--- config.mk ---
export PLATFORM = sky130hd
export DESIGN_NAME = sdrst_ctrl
export DESIGN_NICKNAME = d
export VERILOG_FILES = /design/src/rtl/sdrst_pkg.sv /design/src/rtl/sdrst_deglitch.sv /design/src/rtl/sdrst_busy_timer.sv /design/src/rtl/sdrst_off_map.sv /design/src/rtl/sdrst_ctrl.sv
export SDC_FILE = /design/constraint.sdc
export NUM_CORES = 1
export LEC_CHECK = 0
export ABC_CLOCK_PERIOD_IN_PS = 1220
export BUFFER_PORTS_ARGS = -buffer_cell sky130_fd_sc_hd__buf_2
export CORE_MARGIN = 2
export CORE_UTILIZATION = 45
export CTS_CLUSTER_DIAMETER = 30
export DETAILED_ROUTE_END_ITERATION = 6
export PLACE_DENSITY = 0.7
export SYNTH_ARGS = -nofsm -noshare
export SYNTH_HDL_FRONTEND = slang
export SYNTH_SLANG_ARGS = --single-unit
--- constraint.sdc ---
create_clock -name clk -period 1.22 [get_ports clk]
set_input_delay 0.122 -clock clk [delete_from_list [all_inputs] [get_ports clk]]
set_output_delay 0.122 -clock clk [all_outputs]
set_load 0.005 [all_outputs]
--- src/rtl/sdrst_pkg.sv ---
package sdrst_pkg;

   // Reason for a port-off request, highest priority last
   typedef enum logic [1:0] {
      OFF_NONE = 2'd0,
      OFF_SHDN = 2'd1,
      OFF_RST  = 2'd2
   } off_cause_e;

   function automatic off_cause_e pick_cause(input logic shdn_act, input logic rst_act);
      if (rst_act)       return OFF_RST;
      else if (shdn_act) return OFF_SHDN;
      else               return OFF_NONE;
   endfunction

endpackage

--- src/rtl/sdrst_deglitch.sv ---
module sdrst_deglitch #(
   parameter int SYNC_STAGES = 2,
   parameter int FILT_CYCLES = 8
) (
   input  logic clk,
   input  logic por_n,
   input  logic pin_n,
   output logic lvl_n
);

   localparam int CW = (FILT_CYCLES > 1) ? $clog2(FILT_CYCLES) : 1;

   generate
      if (SYNC_STAGES < 2) begin : g_bad_sync
         $error("sdrst_deglitch: SYNC_STAGES must be at least 2");
      end
      if (FILT_CYCLES < 1) begin : g_bad_filt
         $error("sdrst_deglitch: FILT_CYCLES must be at least 1");
      end
   endgenerate

   logic [SYNC_STAGES-1:0] sync_q;
   logic                   lvl_q;

   always_ff @(posedge clk or negedge por_n) begin
      if (!por_n) sync_q <= '1;
      else        sync_q <= {sync_q[SYNC_STAGES-2:0], pin_n};
   end

   wire samp = sync_q[SYNC_STAGES-1];

   generate
      if (FILT_CYCLES == 1) begin : g_direct
         always_ff @(posedge clk or negedge por_n) begin
            if (!por_n) lvl_q <= 1'b1;
            else        lvl_q <= samp;
         end
      end else begin : g_count
         logic [CW-1:0] cnt_q;
         always_ff @(posedge clk or negedge por_n) begin
            if (!por_n) begin
               cnt_q <= '0;
               lvl_q <= 1'b1;
            end else if (samp == lvl_q) begin
               cnt_q <= '0;
            end else if (cnt_q == CW'(FILT_CYCLES - 1)) begin
               cnt_q <= '0;
               lvl_q <= samp;
            end else begin
               cnt_q <= cnt_q + 1'b1;
            end
         end


         filt_hold_chk: assert property (@(posedge clk) disable iff (!por_n)
            (lvl_q != $past(lvl_q)) |-> ($past(cnt_q) == CW'(FILT_CYCLES - 1)));
      end
   endgenerate

   assign lvl_n = lvl_q;

endmodule

--- src/rtl/sdrst_busy_timer.sv ---
module sdrst_busy_timer #(
   parameter int BUSY_CYCLES = 100
) (
   input  logic clk,
   input  logic por_n,
   input  logic hold,
   output logic busy
);

   localparam int BW = $clog2(BUSY_CYCLES + 1);

   generate
      if (BUSY_CYCLES < 1) begin : g_bad_busy
         $error("sdrst_busy_timer: BUSY_CYCLES must be at least 1");
      end
   endgenerate

   logic [BW-1:0] cnt_q;

   always_ff @(posedge clk or negedge por_n) begin
      if (!por_n)              cnt_q <= BW'(BUSY_CYCLES);
      else if (hold)           cnt_q <= BW'(BUSY_CYCLES);
      else if (cnt_q != '0)    cnt_q <= cnt_q - 1'b1;
   end

   assign busy = hold | (cnt_q != '0);


   busy_drop_chk: assert property (@(posedge clk) disable iff (!por_n)
      $fell(busy) |-> ($past(cnt_q) == BW'(1)));

endmodule

--- src/rtl/sdrst_off_map.sv ---
module sdrst_off_map
   import sdrst_pkg::*;
#(
   parameter int NUM_PORTS = 4
) (
   input  logic                 shdn_act,
   input  logic                 rst_act,
   input  logic [NUM_PORTS-1:0] prio_mask,
   output logic [NUM_PORTS-1:0] port_off_req,
   output logic                 reg_reset_req
);

   generate
      if (NUM_PORTS < 1) begin : g_bad_ports
         $error("sdrst_off_map: NUM_PORTS must be at least 1");
      end
   endgenerate

   off_cause_e cause;
   assign cause = pick_cause(shdn_act, rst_act);

   for (genvar p = 0; p < NUM_PORTS; p++) begin : g_port
      always_comb begin
         unique case (cause)
            OFF_RST:  port_off_req[p] = 1'b1;
            OFF_SHDN: port_off_req[p] = prio_mask[p];
            default:  port_off_req[p] = 1'b0;
         endcase
      end
   end

   assign reg_reset_req = (cause == OFF_RST);

endmodule

--- src/rtl/sdrst_ctrl.sv ---
module sdrst_ctrl #(
   parameter int NUM_PORTS   = 4,
   parameter int SYNC_STAGES = 2,
   parameter int FILT_CYCLES = 8,
   parameter int BUSY_CYCLES = 100
) (
   input  logic                 clk,
   input  logic                 por_n,
   input  logic                 shdn_pin_n,
   input  logic                 rst_pin_n,
   input  logic [NUM_PORTS-1:0] prio_mask,
   input  logic                 host_cmd_req,
   input  logic                 sticky_clr,
   output logic [NUM_PORTS-1:0] port_off_req,
   output logic                 reg_reset_req,
   output logic                 busy,
   output logic                 host_cmd_accept,
   output logic                 host_cmd_reject,
   output logic                 shdn_seen
);

   logic shdn_lvl_n, rst_lvl_n;
   logic shdn_act, rst_act;
   logic seen_q;

   sdrst_deglitch #(.SYNC_STAGES(SYNC_STAGES), .FILT_CYCLES(FILT_CYCLES)) u_shdn_flt (
      .clk   (clk),
      .por_n (por_n),
      .pin_n (shdn_pin_n),
      .lvl_n (shdn_lvl_n)
   );

   sdrst_deglitch #(.SYNC_STAGES(SYNC_STAGES), .FILT_CYCLES(FILT_CYCLES)) u_rst_flt (
      .clk   (clk),
      .por_n (por_n),
      .pin_n (rst_pin_n),
      .lvl_n (rst_lvl_n)
   );

   assign shdn_act = ~shdn_lvl_n;
   assign rst_act  = ~rst_lvl_n;

   sdrst_busy_timer #(.BUSY_CYCLES(BUSY_CYCLES)) u_busy (
      .clk   (clk),
      .por_n (por_n),
      .hold  (rst_act),
      .busy  (busy)
   );

   sdrst_off_map #(.NUM_PORTS(NUM_PORTS)) u_map (
      .shdn_act      (shdn_act),
      .rst_act       (rst_act),
      .prio_mask     (prio_mask),
      .port_off_req  (port_off_req),
      .reg_reset_req (reg_reset_req)
   );

   always_ff @(posedge clk or negedge por_n) begin
      if (!por_n)          seen_q <= 1'b0;
      else if (rst_act)    seen_q <= 1'b0;
      else if (shdn_act)   seen_q <= 1'b1;
      else if (sticky_clr) seen_q <= 1'b0;
   end

   assign shdn_seen       = seen_q;
   assign host_cmd_accept = host_cmd_req & ~busy;
   assign host_cmd_reject = host_cmd_req & busy;


   shdn_mask_chk: assert property (@(posedge clk) disable iff (!por_n)
      (shdn_act && !rst_act) |-> ((port_off_req & ~prio_mask) == '0));


   rst_all_chk: assert property (@(posedge clk) disable iff (!por_n)
      rst_act |-> ((&port_off_req) && reg_reset_req));


   rst_busy_chk: assert property (@(posedge clk) disable iff (!por_n)
      rst_act |-> busy);


   sticky_set_chk: assert property (@(posedge clk) disable iff (!por_n)
      (shdn_act && !rst_act) |=> shdn_seen);

endmodule

==> out/summary.log <==
INFO  clock_tree     clockRootBuffer=sky130_fd_sc_hd__clkbuf_4
INFO  synth          synth_top_flop_cell=sky130_fd_sc_hd__dfrtp_1
INFO  synth          synth_cells=78
INFO  timing         setup_ws=-0.505ns
INFO  timing         max-slew-margin-rel=72.1%
INFO  timing         fin_hold_ws=0.0685ns
INFO  drt            postRouteWirelength=2000um
INFO  synth          syn-num-nets=93
INFO  synth          synth.largest_area_cell=sky130_fd_sc_hd__dfrtp_1
INFO  final_layout   layout-area-overhead-vs-synth=49.6%
INFO  clock_tree     clk_sinks=20
INFO  outcome        status=finished, violations left
INFO  timing         fin_crit_sh=141%
INFO  drt            final_antenna_net_count=0
INFO  outcome        failed_checks=setup timing
INFO  global_routing maximum_number_of_pins_on_one_net_before_global_route_repair=21
INFO  drt            drt_iter0_drc=10
INFO  synth          dominant_combinational_cell_family_by_area_after_synthesis=simple AND/OR/NAND/NOR gates
INFO  clock_tree     clk_pin_slew=0.11ns
INFO  drt            drc=0
INFO  synth          multiplexer_share_of_the_synthesized_area=3.45%
INFO  global_routing grtUsageTotal=17.7%
INFO  worst_setup_path setup.worst_path.start_class=register
INFO  place          pre_cts_ws=-0.197ns
INFO  final_layout   fill_cells=146
INFO  synth          synth-async-reset-ratio=100%
INFO  pwr            share_clk_of_total_power=14.3%
INFO  place          dpl.hpwl=1130um
INFO  final_layout   antenna_cells=0
INFO  global_routing via_count_of_the_first_global_routing_pass=747
INFO  worst_setup_path endpoint_kind=primary output
INFO  drt            vias=723
INFO  die            num_io_pins=19
INFO  die            die_area=2390um^2
INFO  global_routing grt_first_pass_wirelength=3210um
INFO  pwr            p_int=1820uW
INFO  synth          post_synth_most_frequent_cells=11 x sky130_fd_sc_hd__dfrtp_1, 9 x sky130_fd_sc_hd__dfstp_2, 7 x sky130_fd_sc_hd__inv_1
INFO  synth          yosys.cell_count.top_type=sky130_fd_sc_hd__dfrtp_1
INFO  drt            drtPass1Iterations=4
INFO  synth          ys.warnings.count=0
INFO  place          globalplace.congestion=0.722
INFO  place          post-place-cells=130
INFO  worst_hold_path worst_hold_stages=3
INFO  final_layout   stdcell_count=147
INFO  global_routing globalRouteOverflowTotal=0
INFO  die            die_height=48.9um
INFO  timing         timing.final.crit_period=1.72ns
INFO  pwr            netSwitchingPower=873uW
INFO  timing         timing_worst_slew_pin_value=0.419ns
INFO  global_routing grt_antenna_before_repair=0
INFO  timing         max_slew_violations=0
INFO  timing         grt_setup_unrepaired=yes
INFO  synth          synth_cell_types=29
INFO  synth          yosys.area_share.simple=19.5%
INFO  pwr            vdd.ir_drop.worst=0.00127V
INFO  synth          avgSynthCellArea=11.6um^2
INFO  final_layout   layout.cell_area.non_filler=1360um^2
INFO  drt            vias_per_cell=4.92
INFO  worst_setup_path arrival_time_worst_endpoint=1.60ns
INFO  synth          synth-xor-area-share=2.90%
INFO  pwr            seq_power_share=38.2%
INFO  clock_tree     tritoncts=yes
INFO  place          placed_cell_area=1110um^2
INFO  synth          mappedNetlistArea=906um^2
INFO  clock_tree     cts-root-to-sink-buffers=2
INFO  synth          synth_adder_area_share=6.91%
INFO  worst_hold_path min-delay-path-class=input port to register
INFO  timing         setup_violations=16
INFO  timing         final.setup_skew=0.00705ns
INFO  timing         hold_violations=0
INFO  die            die-width=48.9um
INFO  pwr            pwr-share-comb=47.5%
INFO  worst_setup_path rr_worst_depth=7
INFO  final_layout   ff_latch_area=512um^2
INFO  synth          proportion_of_netlist_area_held_by_the_largest_area_contributor=30.4%
INFO  final_layout   layout-drive-gt1-share=56.7%
INFO  clock_tree     insertion_delay=0.30ns
INFO  timing         achievable_frequency=580MHz
INFO  drt            average_wire_per_standard_cell=13.6um
INFO  synth          synth.top_cells.by_area=sky130_fd_sc_hd__dfrtp_1 30%, sky130_fd_sc_hd__dfstp_2 26%, sky130_fd_sc_hd__ha_1 6.9%, sky130_fd_sc_hd__o21ai_0 3.3%, sky130_fd_sc_hd__inv_1 2.9%
INFO  worst_setup_path critPathMaxFanout=4
INFO  die            std_cell_rows=16
INFO  clock_tree     cts_made_buffers=3
INFO  synth          synth_enable_flop_cells=0
INFO  synth          yosysSeqAreaShare=56.5%
INFO  die            initial_core_util=47.1%
INFO  final_layout   multi_input_comb_area=434um^2
INFO  pwr            sw_frac_of_total=32.5%
INFO  place          buffers_added_on_ports=18
INFO  die            floorplan_core_area=1920um^2
INFO  clock_tree     htree_levels=1
INFO  flow_run       max_cap_viol_count=0
INFO  synth          ys_seq_elements=20
INFO  final_layout   fin_util=70.5%
INFO  pwr            p_per_area=1980nW/um^2
INFO  worst_setup_path timing.setup.critical_path_class=register to primary output
INFO  synth          synth_compound_area_share=6.91%
INFO  worst_setup_path worstPathRequired=1.10ns
INFO  pwr            power.leakage=0.000617uW
INFO  final_layout   nets=136
-- placed cells by master (no fill, tap or decap), drive strengths merged, types with 2 or more instances in the layout --
cell	count
buf	36
clkbuf	5
dfrtp	11
dfstp	9
dlygate4sd3	3
ha	5
inv	7
mux2i	2
nand2	6
nand2b	3
nand3	2
nor2b	3
nor3	3
nor3b	3
o21ai	7
or3	2
xnor2	3
-- flip-flops by register name (all words and copies together), names as in the netlist --
name                      count
u_rst_flt.lvl_n               1
u_shdn_flt.sync_q             2
u_busy.cnt_q                  7
shdn_seen                     1
u_rst_flt.sync_q              2
u_shdn_flt.g_count.cnt_q      3
u_shdn_flt.lvl_n              1
u_rst_flt.g_count.cnt_q       3
-- worst max-delay path, cell delays in order, from the launching register on --
cell,delay [ns]
sky130_fd_sc_hd__dfrtp_1,0.41
sky130_fd_sc_hd__inv_2,0.08
sky130_fd_sc_hd__ha_4,0.15
sky130_fd_sc_hd__nand2b_4,0.06
sky130_fd_sc_hd__nor4_4,0.29
sky130_fd_sc_hd__and3_1,0.20
sky130_fd_sc_hd__buf_2,0.10
-- routing by layer --
metal / vias up / global-route usage (%) / part of all wire, %
met1: 348 / 20.4 / 41
met2: 16 / 30.8 / 52
met5: - / 0 / 0
met4: 0 / 11.9 / 3.9
met3: 10 / 2.15 / 2.8
li1: 349 / - / -
-- power groups by stage --
stage,sequential (uW),clock [uW],combinational (uW)
global route,1050,431,1380
floorplan,973,0,550
global placement,992,0,809
CTS,1020,396,1160
detailed placement,1000,0,828
finish,1030,385,1280
-- metrics by stage --
step	TNS (ns)	total power [uW]
global placement	-0.992	1800
detailed placement	-1.28	1830
CTS	-3.48	2580
finish	-3.66	2690
floorplan	-0.730	1520
global route	-4.83	2850
-- layout make-up --
| type | instances | share of cell area, % |
|---|---|---|
| timing repair buffer | 40 | 23.1 |
| sequential | 20 | 37.8 |
| clock buffer | 4 | 2.68 |
| inverter | 7 | 1.94 |
| tap | 27 | 2.49 |
| multi-input combinational | 49 | 32.0 |
-- cells by family after synthesis --
family | Yosys count
simple gates | 27
flops | 20
compound gates | 11
buf+inv | 9
fa+ha+maj | 5
xor+xnor | 3
mux | 3
-- final timing paths --
kind / start / endpoint / slack, ns
hold / removal: sticky_clr / shdn_seen / 0.07
hold reg to reg: u_shdn_flt.sync_q[0] / u_shdn_flt.sync_q[1] / 0.36
max in group asynchronous: por_n / u_shdn_flt.sync_q[1] / 0.62
min in group asynchronous: por_n / u_busy.cnt_q[3] / 0.27
setup / recovery: u_busy.cnt_q[1] / host_cmd_accept / -0.50
setup reg to reg: u_busy.cnt_q[1] / u_busy.cnt_q[1] / -0.34
-- what timing repair did --
item / CTS / global route
setup endpoints to repair: 14 / 18
hold endpoints to repair: 13 / 0
setup buffers: 7 / 4
hold buffers: 3 / 0
pin swaps: 5 / 6
cloned: 1 / 0
gates resized for setup: 19 / 8
Note: power is estimated with default switching activity, not from simulation.
